==> config.mk <==
export PLATFORM = sky130hd
export DESIGN_NAME = ackp_ctrl
export DESIGN_NICKNAME = d
export VERILOG_FILES = /design/src/rtl/ackp_pkg.sv /design/src/rtl/ackp_tx_encode.sv /design/src/rtl/ackp_flag_queue.sv /design/src/rtl/ackp_rx_decide.sv /design/src/rtl/ackp_ctrl.sv
export SDC_FILE = /design/constraint.sdc
export NUM_CORES = 1
export LEC_CHECK = 0
export CAP_MARGIN = 15
export CORE_MARGIN = 2
export CORE_UTILIZATION = 49
export CTS_BUF_LIST = sky130_fd_sc_hd__clkbuf_2
export DETAILED_ROUTE_END_ITERATION = 10
export HOLD_SLACK_MARGIN = 0.12
export PLACE_DENSITY = 0.79
export SLEW_MARGIN = 10
export SYNTH_ARGS = -nofsm -noshare
export SYNTH_HDL_FRONTEND = slang
export SYNTH_SLANG_ARGS = --single-unit
==> constraint.sdc <==
create_clock -name clk -period 1.63 [get_ports clk]
set_input_delay 0.326 -clock clk [delete_from_list [all_inputs] [get_ports clk]]
set_output_delay 0.326 -clock clk [all_outputs]
set_load 0.02 [all_outputs]
==> src/rtl/ackp_pkg.sv <==
package ackp_pkg;
  typedef struct packed {
    logic noack;  // packet needs no acknowledgement
    logic flag;   // on-air flag value
  } ackp_entry_t;
endpackage

==> src/rtl/ackp_tx_encode.sv <==
module ackp_tx_encode
  import ackp_pkg::*;
(
  input  logic        cfg_dyn_ack,
  input  logic        cfg_flag_inv,
  input  logic        load_noack,
  output ackp_entry_t entry
);
  logic want_noack;
  always_comb begin
    want_noack  = load_noack & cfg_dyn_ack;
    entry.noack = want_noack;
    entry.flag  = want_noack ^ cfg_flag_inv;
  end
endmodule

==> src/rtl/ackp_flag_queue.sv <==
module ackp_flag_queue
  import ackp_pkg::*;
#(
  parameter int DEPTH = 3
) (
  input  logic        clk,
  input  logic        rst,
  input  logic        push,
  input  ackp_entry_t push_data,
  input  logic        pop,
  output ackp_entry_t head,
  output logic        not_empty
);
  localparam int PW = (DEPTH > 1) ? $clog2(DEPTH) : 1;
  localparam int CW = $clog2(DEPTH + 1);
  localparam logic [PW-1:0] LAST = PW'(DEPTH - 1);
  localparam logic [CW-1:0] FULLC = CW'(DEPTH);

  ackp_entry_t   mem [DEPTH];
  logic [PW-1:0] wr_ptr, rd_ptr;
  logic [CW-1:0] count;
  logic          do_push, do_pop;

  assign do_push = push && (count != FULLC);
  assign do_pop  = pop && (count != '0);

  always_ff @(posedge clk) begin
    if (do_push) mem[wr_ptr] <= push_data;
  end

  always_ff @(posedge clk) begin
    if (rst) begin
      wr_ptr <= '0;
      rd_ptr <= '0;
      count  <= '0;
    end else begin
      if (do_push) wr_ptr <= (wr_ptr == LAST) ? '0 : wr_ptr + 1'b1;
      if (do_pop)  rd_ptr <= (rd_ptr == LAST) ? '0 : rd_ptr + 1'b1;
      case ({do_push, do_pop})
        2'b10:   count <= count + 1'b1;
        2'b01:   count <= count - 1'b1;
        default: count <= count;
      endcase
    end
  end

  assign not_empty = (count != '0);
  always_comb begin
    head = mem[rd_ptr];
    if (!not_empty) head = '0;
  end
endmodule

==> src/rtl/ackp_rx_decide.sv <==
module ackp_rx_decide (
  input  logic clk,
  input  logic rst,
  input  logic cfg_auto_ack,
  input  logic cfg_flag_inv,
  input  logic rx_valid,
  input  logic rx_crc_ok,
  input  logic rx_flag,
  output logic ack_req
);
  always_ff @(posedge clk) begin
    if (rst) ack_req <= 1'b0;
    else     ack_req <= rx_valid & rx_crc_ok & cfg_auto_ack & (rx_flag == cfg_flag_inv);
  end
endmodule

==> src/rtl/ackp_ctrl.sv <==
module ackp_ctrl
  import ackp_pkg::*;
#(
  parameter int DEPTH = 3
) (
  input  logic clk,
  input  logic rst,
  input  logic cfg_auto_ack,
  input  logic cfg_dyn_ack,
  input  logic cfg_flag_inv,
  input  logic load_valid,
  input  logic load_noack,
  input  logic tx_sent,
  input  logic rx_valid,
  input  logic rx_crc_ok,
  input  logic rx_flag,
  output logic tx_flag,
  output logic tx_flag_vld,
  output logic ack_req,
  output logic sleep_req
);
  ackp_entry_t new_entry, head;
  logic        not_empty;

  ackp_tx_encode u_enc (
    .cfg_dyn_ack (cfg_dyn_ack),
    .cfg_flag_inv(cfg_flag_inv),
    .load_noack  (load_noack),
    .entry       (new_entry)
  );

  ackp_flag_queue #(.DEPTH(DEPTH)) u_q (
    .clk      (clk),
    .rst      (rst),
    .push     (load_valid),
    .push_data(new_entry),
    .pop      (tx_sent),
    .head     (head),
    .not_empty(not_empty)
  );

  ackp_rx_decide u_rx (
    .clk         (clk),
    .rst         (rst),
    .cfg_auto_ack(cfg_auto_ack),
    .cfg_flag_inv(cfg_flag_inv),
    .rx_valid    (rx_valid),
    .rx_crc_ok   (rx_crc_ok),
    .rx_flag     (rx_flag),
    .ack_req     (ack_req)
  );

  always_ff @(posedge clk) begin
    if (rst) sleep_req <= 1'b0;
    else     sleep_req <= tx_sent & not_empty & (~cfg_auto_ack | head.noack);
  end

  assign tx_flag     = head.flag;
  assign tx_flag_vld = not_empty;
endmodule

==> results of run 1 <==
-- worst max-delay path, cell delays in order --
cell             delay (ps)
clkdlybuf4s50_1         440
a21bo_2                 220
ha_1                    300
or3_1                   360
a21oi_1                 140
-- worst max-delay path by stage --
stage,cells past startpoint,endpoint
2_1_floorplan,5,u_q.count[1]$_SDFFE_PP0P_
5_1_grt,4,tx_flag
3_5_place_dp,5,u_q.count[1]$_SDFFE_PP0P_
4_1_cts,5,u_q.count[1]$_SDFFE_PP0P_
3_3_place_gp,5,u_q.count[1]$_SDFFE_PP0P_
6_report,5,u_q.count[1]$_SDFFE_PP0P_
-- logic make-up (layout without fill, tap and decap cells) --
| logic type | after synthesis | count (layout) | share of synthesized area [%] |
|---|---|---|---|
| buffers and inverters | 3 | 26 | 1.765 |
| and+or+nand+nor | 18 | 18 | 15.88 |
| DFF | 16 | 16 | 59.61 |
| AOI/OAI and AO/OA | 9 | 9 | 8.824 |
| xor gates and xnor gates | 4 | 4 | 5.491 |
| muxes | 4 | 4 | 6.471 |
| adders and majority gates | 1 | 1 | 1.960 |
-- Yosys cell counts, types with 2 or more instances --
cell type / n
xor2_1: 3
nor2b_1: 2
a21oi_1: 4
dfxtp_1: 10
or3_1: 3
and2_1: 2
mux2i_1: 3
nand2_1: 4
o21ai_0: 2
edfxtp_1: 6
inv_1: 2
nor2_1: 3
-- report_power, final --
part	internal [mW]	switching (mW)	total, mW
registers	0.481	0.0380	0.519
clock network	0.0534	0.118	0.171
logic	0.198	0.171	0.369
total	0.733	0.327	1.06
-- metrics by stage --
stage | setup WS, ps | utilization [%] | setup TNS, ps
2_1_floorplan | 172.5 | - | 0
3_3_place_gp | -214.9 | 66.93 | -1177
3_5_place_dp | -238.3 | 66.93 | -1381
4_1_cts | 63.84 | 68.03 | 0
5_1_grt | 5.723 | 68.03 | 0
6_report | 52.28 | 68.03 | 0
-- layout make-up --
type	instances	area, µm²	area share, %
Clock buffer	3	15.01	1.762
Clock inverter	1	3.754	0.4405
Inverter	2	7.507	0.8811
Multi-Input combinational cell	36	246.5	28.93
Sequential cell	16	381.6	44.79
Tap cell	15	18.77	2.203
Timing Repair Buffer	20	178.9	21.00
-- repair_timing --
item / in CTS / in global routing
hold buffers: 0 / 0
setup buffers: 0 / 0
gates resized for setup: 7 / 0
setup endpoints to repair: 2 / 0
-- metal layers --
metal	vias to the layer above	track usage (%)
li1	238	-
met1	207	16.43
met2	6	25.81
met3	2	3.333
met4	0	10.34
met5	-	0
==> flow_summary.json, run 1 <==
{
  "placed_area_um2": 838.3,
  "setup.worst_path.end_class": "flip-flop",
  "cp.required_ps": 1840,
  "yosysTopAreaCell": "dfxtp_1",
  "hp-start": "u_q.rd_ptr[0]$_SDFFE_PP0N_",
  "outcome": "finished, final reports clean",
  "wire_per_inst_um": 11.10,
  "antenna_left": 0,
  "clock_latency_ps": 270,
  "grt_max_degree": 10,
  "synth.top_cells.by_area": "dfxtp_1 (31%), edfxtp_1 (28%), mux2i_1 (4.7%), xor2_1 (4.1%), a21oi_1 (3.1%)",
  "tritoncts": "done",
  "rrSetupSlack_ps": 100,
  "avgSynthCellArea_um2": 11.60,
  "ys_seq_area_share_pct": 59.61,
  "dp_cells": 89,
  "rows": 13,
  "fill_cells": 97,
  "synth_area_um2": 638.1,
  "cts_root_buf": "clkbuf_2",
  "synth.top_cell.area_share_pct": 31.37,
  "synth_seq_cells": 16,
  "syn_to_final_growth_pct": 33.53,
  "route.detailed.drc": 0,
  "wl_met2_um": 539,
  "synth_edf_count": 6,
  "r2r-start": "u_q.count[0]$_SDFFE_PP0P_",
  "grt_pass1_wl_mm": 1.511,
  "first_iter_violations": 2,
  "r2r-end": "u_q.count[1]$_SDFFE_PP0P_",
  "path_clk_slew_ps": 150,
  "vias_per_cell": 4.871,
  "maxCapViolations": 0,
  "crit_start": "load_valid",
  "met1_length_um": 450,
  "gp_congestion": 0.6979,
  "final_cell_mix": "clkdlybuf4s50_1 (12), dfxtp_1 (9), buf_4 (6), edfxtp_1 (6)",
  "diodes": 0,
  "io_pins": 15,
  "die_w_um": 40.09,
  "finalHoldViolations": 0,
  "top_layer_used": "met4",
  "fin_skew_ps": 3.782,
  "criticalPathCategory": "in -> reg",
  "wl_mm": 1.032,
  "antenna_found_initial": 0,
  "syn-num-nets": 67,
  "hold_class": "reg -> reg",
  "overflow": 0,
  "numCtsBuffers": 3,
  "synth_ff_type": "dfxtp_1",
  "core_mm2": 0.001252,
  "finalPower_mw": 1.060,
  "final_nets": 91,
  "setup_violations": 0,
  "met3_length_um": 25,
  "hold-worst-slack_ps": 494.6,
  "start_util_pct": 50.95,
  "instances_no_fill": 93,
  "cellLeakagePower_nw": 0.3404,
  "p_per_area_mw_per_mm2": 1243,
  "clockBufferDepth": 2,
  "arrival_ps": 1790,
  "post-route-period-util_pct": 96.79,
  "holdPathStages": 2,
  "first_global_vias": 385,
  "io_buffers": 14,
  "r2r_cells": 5,
  "syn_inst": 55,
  "async_reset_ff_share_pct": 0,
  "yosysUniqueCellTypes": 23,
  "crit_fanout": 2,
  "layout_commonest_cell": "clkdlybuf4s50_1",
  "drt-pass1-iter-count": 2,
  "fmax_mhz": 633.8,
  "rsz0062_at_grt": "false",
  "fp.dieH_um": 40.09,
  "min_period_ps": 1578,
  "grt_usage_pct": 15.11,
  "yosys_warnings": 0,
  "clkSinkCount": 16,
  "ir_drop_mv": 0.6951,
  "h-tree-depth": 1,
  "detailed_place_hpwl_um": 807,
  "slew_headroom_pct": 78.22,
  "start_kind": "input port",
  "final_cell_area_um2": 852.1,
  "slew_violations": 0,
  "vias": 453,
  "worst_pin_slew_ps": 326.0,
  "die_area_mm2": 0.001607,
  "drive_gt1_share_pct": 16.67
}
No activity file was read; power rests on OpenSTA's default activity.
==> run 2, diff against run 1 <==
- CORE_UTILIZATION: 49 -> 40
- PLACE_DENSITY: 0.79 -> 0.66
==> flow_summary.json, run 2 (synthesis gave the netlist of run 1 again) <==
{
  "setup_ws_ps": 65.37,
  "first_global_vias": 428,
  "grt_pass1_wl_mm": 1.773,
  "hold-worst-slack_ps": 493.8,
  "setup.worst_path.end_class": "flip-flop",
  "vias": 462,
  "h-tree-depth": 1,
  "die_area_mm2": 0.001931,
  "multi_input_area_um2": 267.8,
  "ir_drop_mv": 0.5854,
  "io_pins": 15,
  "cp.required_ps": 1650,
  "vias_per_cell": 4.863,
  "finalHoldViolations": 0,
  "fmax_mhz": 639.1,
  "tns_ps": 0,
  "p_sw_share_pct": 30.45,
  "clkSinkCount": 16,
  "route.detailed.drc": 0,
  "clockBufferDepth": 2,
  "drive_gt1_share_pct": 24.05,
  "finalPower_mw": 1.134,
  "rrSetupSlack_ps": 170,
  "start_kind": "input port",
  "core_mm2": 0.001506,
  "die_w_um": 43.94,
  "p_int_uw": 788.4,
  "instances_no_fill": 95,
  "cellLeakagePower_nw": 0.3732,
  "antenna_found_initial": 0,
  "setup_violations": 0,
  "criticalPathCategory": "in -> reg",
  "gp_congestion": 0.6552,
  "final_cell_area_um2": 902.1,
  "grt_usage_pct": 13.05,
  "antenna_left": 0,
  "outcome": "finished, final reports clean",
  "hold_class": "reg -> reg",
  "syn_to_final_growth_pct": 41.37,
  "maxCapViolations": 0,
  "regArea_um2": 382.9,
  "post-route-period-util_pct": 95.99,
  "rsz0062_at_grt": "false",
  "slew_headroom_pct": 77.95,
  "min_period_ps": 1565,
  "final_cell_mix": "clkdlybuf4s50_1 (11), dfxtp_1 (8), buf_4 (7)",
  "worst_pin_slew_ps": 329.7,
  "wl_mm": 1.051,
  "final_nets": 92,
  "first_iter_violations": 3,
  "clock_latency_ps": 280,
  "p_switching_uw": 345.2,
  "tritoncts": "done",
  "io_buffers": 14,
  "crit_fanout": 5,
  "placed_area_um2": 852.1,
  "final_core_util_pct": 59.88,
  "wire_per_inst_um": 11.06,
  "grt_max_degree": 10,
  "seqPwrFrac_pct": 46.7,
  "p_per_area_mw_per_mm2": 1257,
  "numCtsBuffers": 3,
  "fill_cells": 130,
  "fin_skew_ps": 1.834,
  "cts_hold_buf": 0,
  "rows": 14,
  "drt-pass1-iter-count": 3,
  "dp_cells": 90,
  "overflow": 0,
  "pwr-share-clk_pct": 16.1,
  "path_clk_slew_ps": 140,
  "comb_power_share_pct": 37.2,
  "layout_commonest_cell": "clkdlybuf4s50_1",
  "arrival_ps": 1580,
  "place_ws_ps": -264.6,
  "start_util_pct": 42.36,
  "diodes": 0,
  "cts_root_buf": "clkbuf_2",
  "slew_violations": 0,
  "fp.dieH_um": 43.94
}
## run 2: worst paths after layout
kind	startpoint	to	cells after the start
min	u_q.wr_ptr[0]$_SDFFE_PP0P_	u_q.wr_ptr[0]$_SDFFE_PP0P_	2
max	load_valid	u_q.mem[0][1]$_DFFE_PP_	5
min reg2reg	u_q.wr_ptr[0]$_SDFFE_PP0P_	u_q.wr_ptr[0]$_SDFFE_PP0P_	2
max reg2reg	u_q.count[1]$_SDFFE_PP0P_	u_q.mem[0][1]$_DFFE_PP_	4
## run 2: layout make-up
cell class | instances | area share, %
clock buffer | 4 | 2.219
inverter | 2 | 0.8322
multi-input combinational | 36 | 29.68
sequential | 16 | 42.44
tap | 16 | 2.219
timing repair buffer | 21 | 22.61
## run 2: per-layer routing
metal,up-vias,global-route usage [%],part of all wire (%)
met1,208,14.59,48
met2,14,20.88,44
met5,-,0,0
met3,0,7.917,8.4
li1,240,-,-
met4,0,3.636,0
## run 2: worst max-delay path, stage by stage
cell and delay, ps:
clkdlybuf4s50_1 440, a21bo_2 260, buf_12 140, or3_1 320
inv_1 100
## run 2: what timing repair did
| item | CTS | global route |
|---|---|---|
| gates resized for setup | 6 | 7 |
| endpoints found under the setup margin | 2 | 4 |
| hold endpoints to repair | 0 | 0 |
| setup buffers | 0 | 1 |
| pin swaps | 0 | 2 |
## run 2: power by group through the flow
stage | combinational, mW | sequential, mW | clock (mW)
global placement | 0.388 | 0.533 | 0
floorplan | 0.203 | 0.535 | 0
CTS | 0.371 | 0.528 | 0.193
detailed placement | 0.390 | 0.536 | 0
global route | 0.471 | 0.540 | 0.211
finish | 0.421 | 0.530 | 0.183
